File: config.mk
export PLATFORM = sky130hd
export DESIGN_NAME = svc_watchdog
export DESIGN_NICKNAME = d
export VERILOG_FILES = /design/src/rtl/wdt_pkg.sv /design/src/rtl/wdt_prescaler.sv /design/src/rtl/wdt_cfg_lock.sv /design/src/rtl/wdt_svc_seq.sv /design/src/rtl/wdt_timeout.sv /design/src/rtl/svc_watchdog.sv
export SDC_FILE = /design/constraint.sdc
export NUM_CORES = 1
export LEC_CHECK = 0
export BUFFER_PORTS_ARGS = -buffer_cell sky130_fd_sc_hd__buf_4
export CORE_MARGIN = 2
export CORE_UTILIZATION = 55
export CTS_CLUSTER_DIAMETER = 150
export DETAILED_ROUTE_END_ITERATION = 10
export PLACE_DENSITY_LB_ADDON = 0.08
export SETUP_SLACK_MARGIN = 0.2
export SYNTH_ARGS = -nofsm -noshare
export SYNTH_HDL_FRONTEND = slang
export SYNTH_SLANG_ARGS = --single-unit
File: constraint.sdc
create_clock -name clk -period 2.44 [get_ports clk]
set_clock_uncertainty 0.1 [all_clocks]
set_input_delay 0.488 -clock clk [delete_from_list [all_inputs] [get_ports clk]]
set_output_delay 0.488 -clock clk [all_outputs]
set_load 0.1 [all_outputs]
File: src/rtl/wdt_pkg.sv
package wdt_pkg;
  localparam int RATE_W = 2;
  localparam logic [7:0] SVC_ARM  = 8'h55;
  localparam logic [7:0] SVC_FIRE = 8'hAA;

  typedef enum logic {ARM_IDLE = 1'b0, ARM_SET = 1'b1} arm_e;

  typedef struct packed {
    logic              en;
    logic [RATE_W-1:0] rate;
  } wdt_cfg_t;
endpackage

File: src/rtl/wdt_prescaler.sv
module wdt_prescaler #(
  parameter int DIV_BITS = 15
) (
  input  logic clk,
  input  logic rst_n,
  output logic tick_o
);
  generate
    if (DIV_BITS == 0) begin : g_nodiv
      assign tick_o = 1'b1;
    end else begin : g_div
      logic [DIV_BITS-1:0] pre_q;
      always_ff @(posedge clk or negedge rst_n) begin
        if (!rst_n) pre_q <= '0;
        else        pre_q <= pre_q + 1'b1;
      end
      assign tick_o = &pre_q;


      tick_spacing_chk: assert property (@(posedge clk) disable iff (!rst_n)
        tick_o |=> !tick_o);
    end
  endgenerate
endmodule

File: src/rtl/wdt_cfg_lock.sv
module wdt_cfg_lock
  import wdt_pkg::*;
(
  input  logic     clk,
  input  logic     rst_n,
  input  logic     we_i,
  input  wdt_cfg_t cfg_i,
  output wdt_cfg_t cfg_o
);
  logic     locked_q;
  wdt_cfg_t cfg_q;

  always_ff @(posedge clk or negedge rst_n) begin
    if (!rst_n) begin
      locked_q <= 1'b0;
      cfg_q    <= '0;
    end else if (we_i && !locked_q) begin
      locked_q <= 1'b1;
      cfg_q    <= cfg_i;
    end
  end
  assign cfg_o = cfg_q;


  cfg_frozen_chk: assert property (@(posedge clk) disable iff (!rst_n)
    locked_q |=> $stable(cfg_o));
endmodule

File: src/rtl/wdt_svc_seq.sv
module wdt_svc_seq
  import wdt_pkg::*;
(
  input  logic       clk,
  input  logic       rst_n,
  input  logic       flush_i,
  input  logic       acc_i,
  input  logic [7:0] data_i,
  output logic       clr_o
);
  arm_e st_q, st_d;

  always_comb begin
    st_d = st_q;
    if (flush_i) begin
      st_d = ARM_IDLE;
    end else if (acc_i) begin
      if (data_i == SVC_ARM)       st_d = ARM_SET;
      else                         st_d = ARM_IDLE;
    end
  end

  always_ff @(posedge clk or negedge rst_n) begin
    if (!rst_n) st_q <= ARM_IDLE;
    else        st_q <= st_d;
  end

  assign clr_o = acc_i && !flush_i && (data_i == SVC_FIRE) && (st_q == ARM_SET);


  fire_disarms_chk: assert property (@(posedge clk) disable iff (!rst_n)
    clr_o |=> (st_q == ARM_IDLE));

  stray_disarms_chk: assert property (@(posedge clk) disable iff (!rst_n)
    (acc_i && data_i != SVC_ARM && data_i != SVC_FIRE) |=> (st_q == ARM_IDLE));
endmodule

File: src/rtl/wdt_timeout.sv
module wdt_timeout
  import wdt_pkg::*;
#(
  parameter int STEP = 2
) (
  input  logic              clk,
  input  logic              rst_n,
  input  logic              tick_i,
  input  logic              en_i,
  input  logic [RATE_W-1:0] rate_i,
  input  logic              clr_i,
  input  logic              hold_i,
  output logic              expire_o
);
  localparam int CNT_W = STEP * ((1 << RATE_W) - 1);

  logic [CNT_W-1:0] cnt_q;
  logic [CNT_W:0]   lim_full;
  logic [CNT_W-1:0] lim_m1;

  assign lim_full = {{CNT_W{1'b0}}, 1'b1} << (STEP * int'(rate_i));
  assign lim_m1   = CNT_W'(lim_full - 1'b1);

  assign expire_o = en_i && tick_i && !hold_i && !clr_i && (cnt_q == lim_m1);

  always_ff @(posedge clk or negedge rst_n) begin
    if (!rst_n) begin
      cnt_q <= '0;
    end else if (hold_i || clr_i || !en_i || expire_o) begin
      cnt_q <= '0;
    end else if (tick_i) begin
      cnt_q <= cnt_q + 1'b1;
    end
  end


  hold_clears_chk: assert property (@(posedge clk) disable iff (!rst_n)
    hold_i |=> (cnt_q == '0));

  cnt_in_range_chk: assert property (@(posedge clk) disable iff (!rst_n)
    en_i |-> (cnt_q <= lim_m1));
endmodule

File: src/rtl/svc_watchdog.sv
module svc_watchdog
  import wdt_pkg::*;
#(
  parameter int DIV_BITS = 15,
  parameter int HOLD_CYC = 4
) (
  input  logic              clk,
  input  logic              rst_n,
  input  logic              cfg_we,
  input  logic              cfg_en,
  input  logic [RATE_W-1:0] cfg_rate,
  input  logic              svc_valid,
  output logic              svc_ready,
  input  logic [7:0]        svc_data,
  output logic              wdt_rst_n
);
  localparam int HOLD_W = $clog2(HOLD_CYC + 1);

  logic        tick;
  logic        clr;
  logic        expire;
  logic        hold;
  logic        acc;
  wdt_cfg_t    cfg_in, cfg;
  logic [HOLD_W-1:0] hold_q;

  assign cfg_in = '{en: cfg_en, rate: cfg_rate};
  assign hold   = (hold_q != '0);
  assign acc    = svc_valid && svc_ready;

  wdt_prescaler #(.DIV_BITS(DIV_BITS)) u_pre (
    .clk(clk), .rst_n(rst_n), .tick_o(tick));

  wdt_cfg_lock u_cfg (
    .clk(clk), .rst_n(rst_n), .we_i(cfg_we), .cfg_i(cfg_in), .cfg_o(cfg));

  wdt_svc_seq u_seq (
    .clk(clk), .rst_n(rst_n), .flush_i(hold), .acc_i(acc),
    .data_i(svc_data), .clr_o(clr));

  wdt_timeout #(.STEP(2)) u_tmo (
    .clk(clk), .rst_n(rst_n), .tick_i(tick), .en_i(cfg.en),
    .rate_i(cfg.rate), .clr_i(clr), .hold_i(hold), .expire_o(expire));

  always_ff @(posedge clk or negedge rst_n) begin
    if (!rst_n)      hold_q <= '0;
    else if (expire) hold_q <= HOLD_W'(HOLD_CYC);
    else if (hold)   hold_q <= hold_q - 1'b1;
  end

  assign wdt_rst_n = !hold;
  assign svc_ready = !hold;


  expire_outside_hold_chk: assert property (@(posedge clk) disable iff (!rst_n)
    expire |-> wdt_rst_n);

  fall_from_expire_chk: assert property (@(posedge clk) disable iff (!rst_n)
    $fell(wdt_rst_n) |-> $past(expire));

  clear_blocks_expire_chk: assert property (@(posedge clk) disable iff (!rst_n)
    clr |=> wdt_rst_n);
endmodule

==> results of run 1 <==
## worst register-to-register path, cell delays in order, from the launching register on
cell	delay, ns
dfrtp_1	0.37
inv_1	0.11
ha_1	0.19
nor2b_1	0.15
buf_4	0.17
o311ai_4	0.19
a221oi_4	0.40
a2111oi_2	0.13
## cell type report
| class | count | area [um^2] | area share [%] |
|---|---|---|---|
| timing repair buffer | 18 | 138 | 8.05 |
| sequential | 29 | 726 | 42.5 |
| tap | 30 | 37.5 | 2.20 |
| inverter | 5 | 18.8 | 1.10 |
| clock inverter | 1 | 5.00 | 0.293 |
| multi-input combinational | 93 | 719 | 42.1 |
| clock buffer | 7 | 65.1 | 3.81 |
## what timing repair did
action | 4_1_cts | 5_1_grt
setup endpoints to repair | 0 | 2
endpoints found under the hold margin | 29 | 0
hold buffers | 1 | 0
## path summary, 6_finish.rpt
kind,depth (start not counted),slack [ns],startpoint,end
setup / recovery,5,0.25,hold_q[0],svc_ready
hold / removal,2,0.28,cfg_we,u_cfg.locked_q
setup reg to reg,7,0.50,hold_q[0],u_tmo.cnt_q[2]
hold reg to reg,1,0.37,u_cfg.locked_q,u_cfg.locked_q
max in group asynchronous,2,1.45,rst_n,u_pre.g_div.pre_q[14]
min in group asynchronous,2,0.52,rst_n,u_pre.g_div.pre_q[8]
## synthesized netlist by cell type (3+ instances only)
cell type,instances
dfrtp_1,29
a21oi_1,5
nand2_1,9
nand3_1,6
mux2_2,4
nand4_1,6
xnor2_1,11
nor2_1,5
ha_1,4
xor2_1,3
inv_1,5
## through the flow
step	hold slack (ns)	util, %	setup slack (ns)
floorplan	0.0924	-	0.399
global placement	0.323	64.0	0.465
detailed placement	0.326	64.0	0.433
CTS	0.258	67.2	0.246
global route	0.259	67.2	0.160
finish	0.276	67.2	0.254
## routing by layer
metal | up-vias | part of all wire, % | GRT usage (%)
li1 | 516 | - | -
met1 | 492 | 50 | 23.8
met2 | 20 | 46 | 24.9
met3 | 0 | 3.7 | 4.84
met4 | 0 | 0 | 5.10
met5 | - | 0 | 0
## registers in the layout (all words and copies together) (netlist names)
| signal | cells |
|---|---|
| u_cfg.locked_q | 1 |
| u_pre.g_div.pre_q | 15 |
| u_seq.st_q | 1 |
| u_cfg.cfg_o | 3 |
| hold_q | 3 |
| u_tmo.cnt_q | 6 |
## logic make-up (layout without fill, tap and decap cells)
group                    after synthesis  count (layout)  synth area share (%)
AO/OA/AOI/OAI                         18              18                  11.4
XOR/XNOR                              14              14                  8.13
adder cells (fa/ha/maj)                4               4                  3.32
buffers and inverters                  9              31                  4.15
flip-flops                            29              29                  48.1
multiplexers                           6               6                  4.32
AND/OR/NAND/NOR                       51              51                  20.6
## power groups by stage
stage	logic (uW)	registers (uW)	clock network (uW)
after floorplan	29.6	500	0
after global placement	59.3	502	0
after detailed placement	60.8	503	0
after CTS	62.3	493	333
after global routing	68.1	494	356
final	61.4	493	322
==> reports/qor.yml, run 1 <==
status: "complete, no violations"
path_clk_slew_ns: 0.09
drtAntennaViolNets: 0
ys_types: 44
hold_class: "input pin to flop"
crit_required_ns: 1.85
powerDensity_mw_per_mm2: 513
setup_tns_ns: 0
drc: 0
netlist.area_leader.share_pct: 48.1
start_util_pct: 59.2
h-tree-depth: 2
grt_overflow: 0
root_buffer: "clkbuf_4"
synth_ff_type: "dfrtp_1"
peakVddDrop_mv: 0.453
area_delta_synth_final_pct: 13.4
rsz0062_at_grt: "yes"
mostFrequentLayoutCell: "dfrtp_1"
yosys-top-cells-area: "dfrtp_1 (48%), xnor2_1 (6.4%), ha_1 (3.3%), mux2_2 (3.0%), nand4_1 (2.5%)"
power_switching_uw: 192
wl_per_cell_um: 13.6
power_leakage_uw: 0.000770
fin_area_mm2: 0.00171
dp_hpwl_um: 1860
numCtsBuffers: 5
rows: 18
pwr-share-seq_pct: 56.3
instances_no_fill: 183
critPathKind: "flop to output pin"
port_buffers: 16
finalCritPeriodShare_pct: 89.6
worst-path-buf-inv: 3
cp_slowest_stage_delay_ns: 0.37
setup_violations: 0
syn_area_per_cell_um2: 11.5
crit_arrival_ns: 1.60
cts_buffer_depth: 2
worstMarginPinSlew_ns: 0.532
finalPower_uw: 876
layout-drive-gt1-share_pct: 26.8
clkPwrFrac_pct: 36.7
grt_usage_pct: 16.8
ys_async_sr_fraction_pct: 100
yosys_register_bits: 29
antenna_found_initial: 0
grt_max_degree: 30
ctsResizeCount: 0
max_cap_viol_count: 0
synth_edf_count: 0
diodes: 0
dr.pass1.iters: 4
slew_violations: 0
endpoint_kind: "output pin"
nFillCells: 207
dpl_cell_area_mm2: 0.00163
cts_sinks: 29
crit_chain: "inv_1 -> ha_1 -> nor2b_1 -> buf_4 -> buf_4"
cts_setup_buffers: 0
ios: 17
via_per_inst: 5.62
gp_congestion: 0.825
grt_pass1_vias: 961
synthesis.instances: 131
worst_setup_path_start_kind: "flop"
yosys_warnings: 0
internal_power_uw: 684
relSlewSlack_pct: 64.2
synthesis.area_mm2: 0.00151
final_cell_mix: "dfrtp_1 (29), buf_4 (17), xnor2_1 (11)"
drt_iter0_drc: 29
path_delay_family: "buffers and inverters"
max_freq_mhz: 457
nets: 171
period_needed_ns: 2.19
power_frac_comb_pct: 7.0
syn_nets: 150
hold_viol_final: 0
fp.dieH_um: 56.4
yosysSeqAreaShare_pct: 48.1
dieArea_mm2: 0.00318
cp_max_fo: 7
synth_top_area_cell: "dfrtp_1"
placed_cells: 174
cpMostUsedCell: "buf_4"
core_mm2: 0.00254
grt_pass1_wl_um: 4200
routed_wl_um: 2480
worstSkewPairLatency_ns: 0.31
route.vias.total: 1028
die-width_um: 56.4
cp_slowest_cell: "dfrtp_1"
cts_tree: "done"
switching_share_pct: 21.9
(Power assumes the default switching activity.)
==> run 2, diff against run 1 <==
--- a/config.mk
+++ b/config.mk
@@ -8,6 +8,7 @@
 export BUFFER_PORTS_ARGS = -buffer_cell sky130_fd_sc_hd__buf_4
 export CORE_MARGIN = 2
 export CORE_UTILIZATION = 55
+export CTS_BUF_LIST = sky130_fd_sc_hd__clkbuf_2
 export CTS_CLUSTER_DIAMETER = 150
 export DETAILED_ROUTE_END_ITERATION = 10
 export PLACE_DENSITY_LB_ADDON = 0.08
==> run 2 against run 1 <==
  * Die area did not move
  * Sequential cell count unchanged
  * Worst hold slack got worse by 0.028 ns
  * Combinational power about the same
  * Cell count unchanged
  * Sequential power about the same
  * Setup slack better by 0.097 ns
  * Non-clock buffer count stayed put
  * Clock power shrank 32%
  * Final area about the same
  * Maximum frequency grew 4.6%
  * Register-to-register slack barely moved
  * Critical endpoint unchanged
  * Largest cell class unchanged
  * Highest routed layer is now met4
==> reports/qor.yml, run 2 (synthesized netlist as in run 1, its figures left out) <==
max_cap_viol_count: 0  # unchanged
worstSkewPairLatency_ns: 0.34  # +0.03 ns
drc: 0  # unchanged
grt_pass1_vias: 961  # unchanged
rsz0062_at_grt: "no"
largest_reg_flops: 15  # unchanged
routed_wl_um: 2480  # -0.28%
critPathKind: "flop to output pin"
hold_viol_final: 0  # unchanged
setup_tns_ns: 0  # unchanged
regMostFlops: "u_pre.g_div.pre_q"
antenna_found_initial: 0  # unchanged
slew_violations: 0  # unchanged
cts_buffer_depth: 2  # unchanged
nets: 171  # unchanged
die-width_um: 56.4  # unchanged
startpoint: "hold_q[0]"
via_per_inst: 5.58  # -0.68%
status: "complete, no violations"
powerDensity_mw_per_mm2: 453  # -12%
layout-drive-gt1-share_pct: 26.1  # -0.65 points
hold_path_startpoint: "cfg_we"
path_clk_slew_ns: 0.14  # +0.05 ns
mostFrequentLayoutCell: "dfrtp_1"
core_mm2: 0.00254  # unchanged
cts_setup_buffers: 0  # unchanged
dr.pass1.iters: 4  # unchanged
gr-max-usage-layer: "met2"
hold_class: "input pin to flop"
wl_per_cell_um: 13.5  # -0.28%
fp.dieH_um: 56.4  # unchanged
dieArea_mm2: 0.00318  # unchanged
worst_setup_path_start_kind: "flop"
max_freq_mhz: 479  # +4.6%
period_needed_ns: 2.09  # -0.0970 ns
start_util_pct: 59.2  # unchanged
diodes: 0  # unchanged
grt_max_degree: 30  # unchanged
finalCritPeriodShare_pct: 85.6  # -4.0 points
setup_violations: 0  # unchanged
numCtsBuffers: 5  # unchanged
crit_required_ns: 1.85  # about the same
drtAntennaViolNets: 0  # unchanged
area_delta_synth_final_pct: 13.3  # about the same
crit_arrival_ns: 1.50  # -0.10 ns
grt_pass1_wl_um: 4200  # unchanged
power_leakage_uw: 0.000774  # +0.48%
cp_slowest_stage_delay_ns: 0.39  # +0.02 ns
gp_congestion: 0.825  # unchanged
root_buffer: "clkbuf_2"
use_met3_pct: 4.84  # unchanged
worstMarginPinSlew_ns: 0.533  # +0.000924 ns
dpl_cell_area_mm2: 0.00163  # unchanged
cts_sinks: 29  # unchanged
h-tree-depth: 2  # unchanged
route.vias.total: 1021  # -0.68%
use_met1_pct: 23.8  # unchanged
reg_top3: "u_pre.g_div.pre_q x15, u_tmo.cnt_q x6"
cts_tree: "done"
dp_hpwl_um: 1860  # unchanged
cp_slowest_cell: "dfrtp_1"
endpoint_kind: "output pin"
peakVddDrop_mv: 0.359  # -21%
relSlewSlack_pct: 64.2  # about the same
grt_overflow: 0  # unchanged
final_cell_mix: "dfrtp_1 (29), buf_4 (14), xnor2_1 (11)"
nFillCells: 207  # unchanged
ios: 17  # unchanged
crit_chain: "inv_1 -> ha_1 -> nor2b_2 -> buf_6 -> buf_12"
worstReg2RegStart: "hold_q[0]"
rows: 18  # unchanged
fin_area_mm2: 0.00171  # about the same
cp_max_fo: 7  # unchanged
port_buffers: 16  # unchanged
grt_usage_pct: 16.8  # unchanged
drt_iter0_drc: 31  # +6.9%
use_met2_pct: 24.9  # unchanged
[run 2: changes by cell type in the layout (fill, tap and decap cells not counted), sizes merged]
| cell | delta |
|---|---|
| clkbuf | -2 |
| clkinv | +2 |
[run 2: repair_timing]
action,in CTS,in global routing
hold buffers,1,0
resized for setup,0,8
endpoints found under the setup margin,0,2
endpoints found under the hold margin,29,0
[run 2: worst paths after layout]
| path | to | slack [ns] | cells after the start |
|---|---|---|---|
| max | svc_ready | 0.35 | 5 |
| min | u_cfg.locked_q | 0.25 | 2 |
| max reg2reg | u_tmo.cnt_q[2] | 0.51 | 7 |
| min reg2reg | u_pre.g_div.pre_q[14] | 0.38 | 1 |
| max in group asynchronous | u_pre.g_div.pre_q[14] | 1.49 | 2 |
| min in group asynchronous | u_pre.g_div.pre_q[8] | 0.48 | 2 |
[run 2: stage by stage]
step | setup slack [ns] | std cells | utilization (%) | total power [uW] | hold WS (ns)
after global placement | 0.465 | 174 | 64.0 | 561 | 0.323
final | 0.351 | 183 | 67.1 | 773 | 0.248
after CTS | 0.201 | 183 | 65.9 | 784 | 0.219
after floorplan | 0.399 | 131 | - | 530 | 0.0924
after global routing | 0.229 | 183 | 67.1 | 811 | 0.215
after detailed placement | 0.433 | 174 | 64.0 | 564 | 0.326
[run 2: layer usage]
| layer | part of all wire [%] | up-vias |
|---|---|---|
| li1 | - | 516 |
| met1 | 50 | 484 |
| met2 | 46 | 19 |
| met3 | 3.6 | 2 |
| met4 | 0.57 | 0 |
| met5 | 0 | - |
[run 2: layout make-up]
type,instances,area (um^2),area share (%)
sequential,29,726,42.5
clock inverter,3,12.5,0.733
tap,30,37.5,2.20
timing repair buffer,18,166,9.74
clock buffer,5,25.0,1.47
inverter,5,18.8,1.10
multi-input combinational,93,722,42.3
[run 2: power breakdown]
group / leakage (uW) / switching [uW] / total [uW] / internal, uW
clock network: 0.0000278 / 155 / 218 / 62.7
registers: 0.000381 / 7.12 / 494 / 486
logic: 0.000365 / 29.8 / 61.4 / 31.6
[run 2: worst max-delay path: cells and delay by family (launching register included)]
family | cells | cell delay (ns)
fa+ha+maj | 1 | 0.18
buf+inv | 3 | 0.45
flops | 1 | 0.39
simple gates | 1 | 0.15
==> run 3, diff against run 2 <==
--- a/config.mk
+++ b/config.mk
@@ -6,7 +6,6 @@
 export NUM_CORES = 1
 export LEC_CHECK = 0
 export BUFFER_PORTS_ARGS = -buffer_cell sky130_fd_sc_hd__buf_4
-export CORE_MARGIN = 2
 export CORE_UTILIZATION = 55
 export CTS_BUF_LIST = sky130_fd_sc_hd__clkbuf_2
 export CTS_CLUSTER_DIAMETER = 150
==> constraint.sdc (replaced) <==
create_clock -name clk -period 2.44 [get_ports clk]
set_clock_uncertainty 0.1 [all_clocks]
set_input_delay 0.244 -clock clk [delete_from_list [all_inputs] [get_ports clk]]
set_output_delay 0.244 -clock clk [all_outputs]
set_load 0.1 [all_outputs]
==> run 3 against run 2 <==
  * Combinational power rose by 11%
  * Via count rose by 5.6%
  * First-iteration DRC count is 74% lower
==> reports/qor.yml, run 3 (synthesized netlist as in run 1, its figures left out) <==
cts_buffer_depth: 2  # unchanged
largest_reg_flops: 15  # unchanged
diodes: 0  # unchanged
cts_setup_buffers: 0  # unchanged
mostFrequentLayoutCell: "dfrtp_1"
rsz0062_at_grt: "no"
ios: 17  # unchanged
nets: 175  # +2.3%
grt_pass1_vias: 977  # +1.7%
cts_sinks: 29  # unchanged
area_delta_synth_final_pct: 14.2
max_cap_viol_count: 0  # unchanged
r2r_cells: 6  # -1
place_ws_ns: 0.491  # +0.0577 ns
root_buffer: "clkbuf_2"
worst_setup_path_start_kind: "flop"
routed_wl_um: 2770  # +12%
peakVddDrop_mv: 0.376  # +4.6%
fp.dieH_um: 54.4  # -3.5%
numCtsBuffers: 5  # unchanged
path_clk_slew_ns: 0.14  # about the same
multiInputGateArea_um2: 722  # unchanged
finalWorstSetupSlack_ns: 0.366  # +0.0149 ns
die-width_um: 54.4  # -3.5%
drtAntennaViolNets: 0  # unchanged
hold_class: "input pin to flop"
via_per_inst: 5.76  # +3.3%
drt_iter0_drc: 8  # -74%
wl_per_cell_um: 14.8  # +9.4%
cts_tree: "done"
drc: 0  # unchanged
start_util_pct: 59.8  # +0.53 points
r2r_setup_slack_ns: 0.55  # +0.04 ns
finalCritPeriodShare_pct: 85.0  # -0.61 points
worstReg2RegStart: "hold_q[0]"
rows: 18  # unchanged
power_leakage_uw: 0.000781  # +0.88%
rr_endpoint: "hold_q[0]"
relSlewSlack_pct: 63.0  # -1.2 points
instances_no_fill: 187  # +2.2%
core_mm2: 0.00252  # -0.88%
h-tree-depth: 2  # unchanged
regMostFlops: "u_pre.g_div.pre_q"
placed_cells: 174  # unchanged
endpoint_kind: "output pin"
grt_usage_pct: 21.7  # +4.9 points
reg_top3: "u_pre.g_div.pre_q x15, u_tmo.cnt_q x6"
setup_tns_ns: 0  # unchanged
critPathKind: "flop to output pin"
grt_pass1_wl_um: 4340  # +3.3%
dieArea_mm2: 0.00295  # -7.0%
powerDensity_mw_per_mm2: 470  # +3.8%
period_needed_ns: 2.07  # -0.0149 ns
dp_hpwl_um: 1930  # +3.6%
setup_violations: 0  # unchanged
gp_congestion: 0.756  # -8.3%
max_freq_mhz: 482  # +0.72%
route.vias.total: 1078  # +5.6%
crit_arrival_ns: 1.73  # +0.23 ns
status: "complete, no violations"
holdPathEnd: "u_seq.st_q"
grt_max_degree: 30  # unchanged
whs_path_depth: 3  # +1
grt_overflow: 0  # unchanged
hold_viol_final: 0  # unchanged
cp_max_fo: 6  # -1
ff_latch_area_um2: 726  # unchanged
antenna_found_initial: 0  # unchanged
worstSkewPairLatency_ns: 0.37  # +0.03 ns
hold_path_startpoint: "svc_valid"
worstMarginPinSlew_ns: 0.554  # +0.0212 ns
final_cell_mix: "dfrtp_1 (29), buf_4 (17), xnor2_1 (11)"
layout-drive-gt1-share_pct: 26.8  # +0.61 points
nFillCells: 197  # -4.8%
crit_required_ns: 2.10  # +0.25 ns
port_buffers: 16  # unchanged
slew_violations: 0  # unchanged
dr.pass1.iters: 4  # unchanged
-- run 3: changes by cell type in the layout (fill, tap and decap cells not counted), sizes merged --
cell         change
clkbuf           +1
dlygate4sd3      +4
clkinv           -1
-- run 3: cell type report --
type | count | share of cell area [%]
Clock buffer | 6 | 1.74
Tap cell | 30 | 2.18
Inverter | 5 | 1.09
Clock inverter | 2 | 0.581
Timing Repair Buffer | 22 | 10.3
Sequential cell | 29 | 42.2
Multi-Input combinational cell | 93 | 41.9
-- run 3: power by group --
| part | internal [uW] | switching, uW |
|---|---|---|
| Clock | 71.8 | 174 |
| Sequential | 487 | 8.32 |
| Combinational | 35.8 | 32.5 |
-- run 3: what timing repair did --
| action | 4_1_cts | 5_1_grt |
|---|---|---|
| setup endpoints to repair | 0 | 2 |
| endpoints found under the hold margin | 30 | 3 |
| hold buffers | 2 | 3 |
| resized for setup | 0 | 1 |
-- run 3: worst max-delay path: stages, from the launching register on --
cell and delay [ns]:
dfrtp_1 0.38, inv_1 0.11, ha_1 0.18, nor2b_2 0.23
buf_4 0.18, buf_4 0.29
-- run 3: layer usage --
metal	global-route usage (%)	share of wire, %	vias up
met2	33.3	48	32
li1	-	-	523
met4	7.69	0.51	0
met1	27.3	47	521
met3	9.17	5.0	2
met5	0	0	-
-- run 3: worst max-delay path by stage --
stage                         start             end  slack (ns)  cells after the start
after floorplan           hold_q[0]  u_tmo.cnt_q[1]        0.40                      7
after global placement    hold_q[0]  u_tmo.cnt_q[4]        0.60                      6
after detailed placement  hold_q[0]  u_tmo.cnt_q[4]        0.49                      6
after CTS                 hold_q[0]       svc_ready        0.28                      5
after global routing      hold_q[0]       wdt_rst_n        0.25                      5
final                     hold_q[0]       svc_ready        0.37                      5
-- run 3: per-stage QoR --
step	hold slack, ns	cell area (um^2)	power, uW	utilization, %
2_1_floorplan	-0.152	1510	530	-
3_3_place_gp	0.0840	1630	563	64.6
3_5_place_dp	0.0867	1630	567	64.6
4_1_cts	0.00132	1690	809	67.0
5_1_grt	0.0495	1720	845	68.3
6_report	0.0521	1720	809	68.3
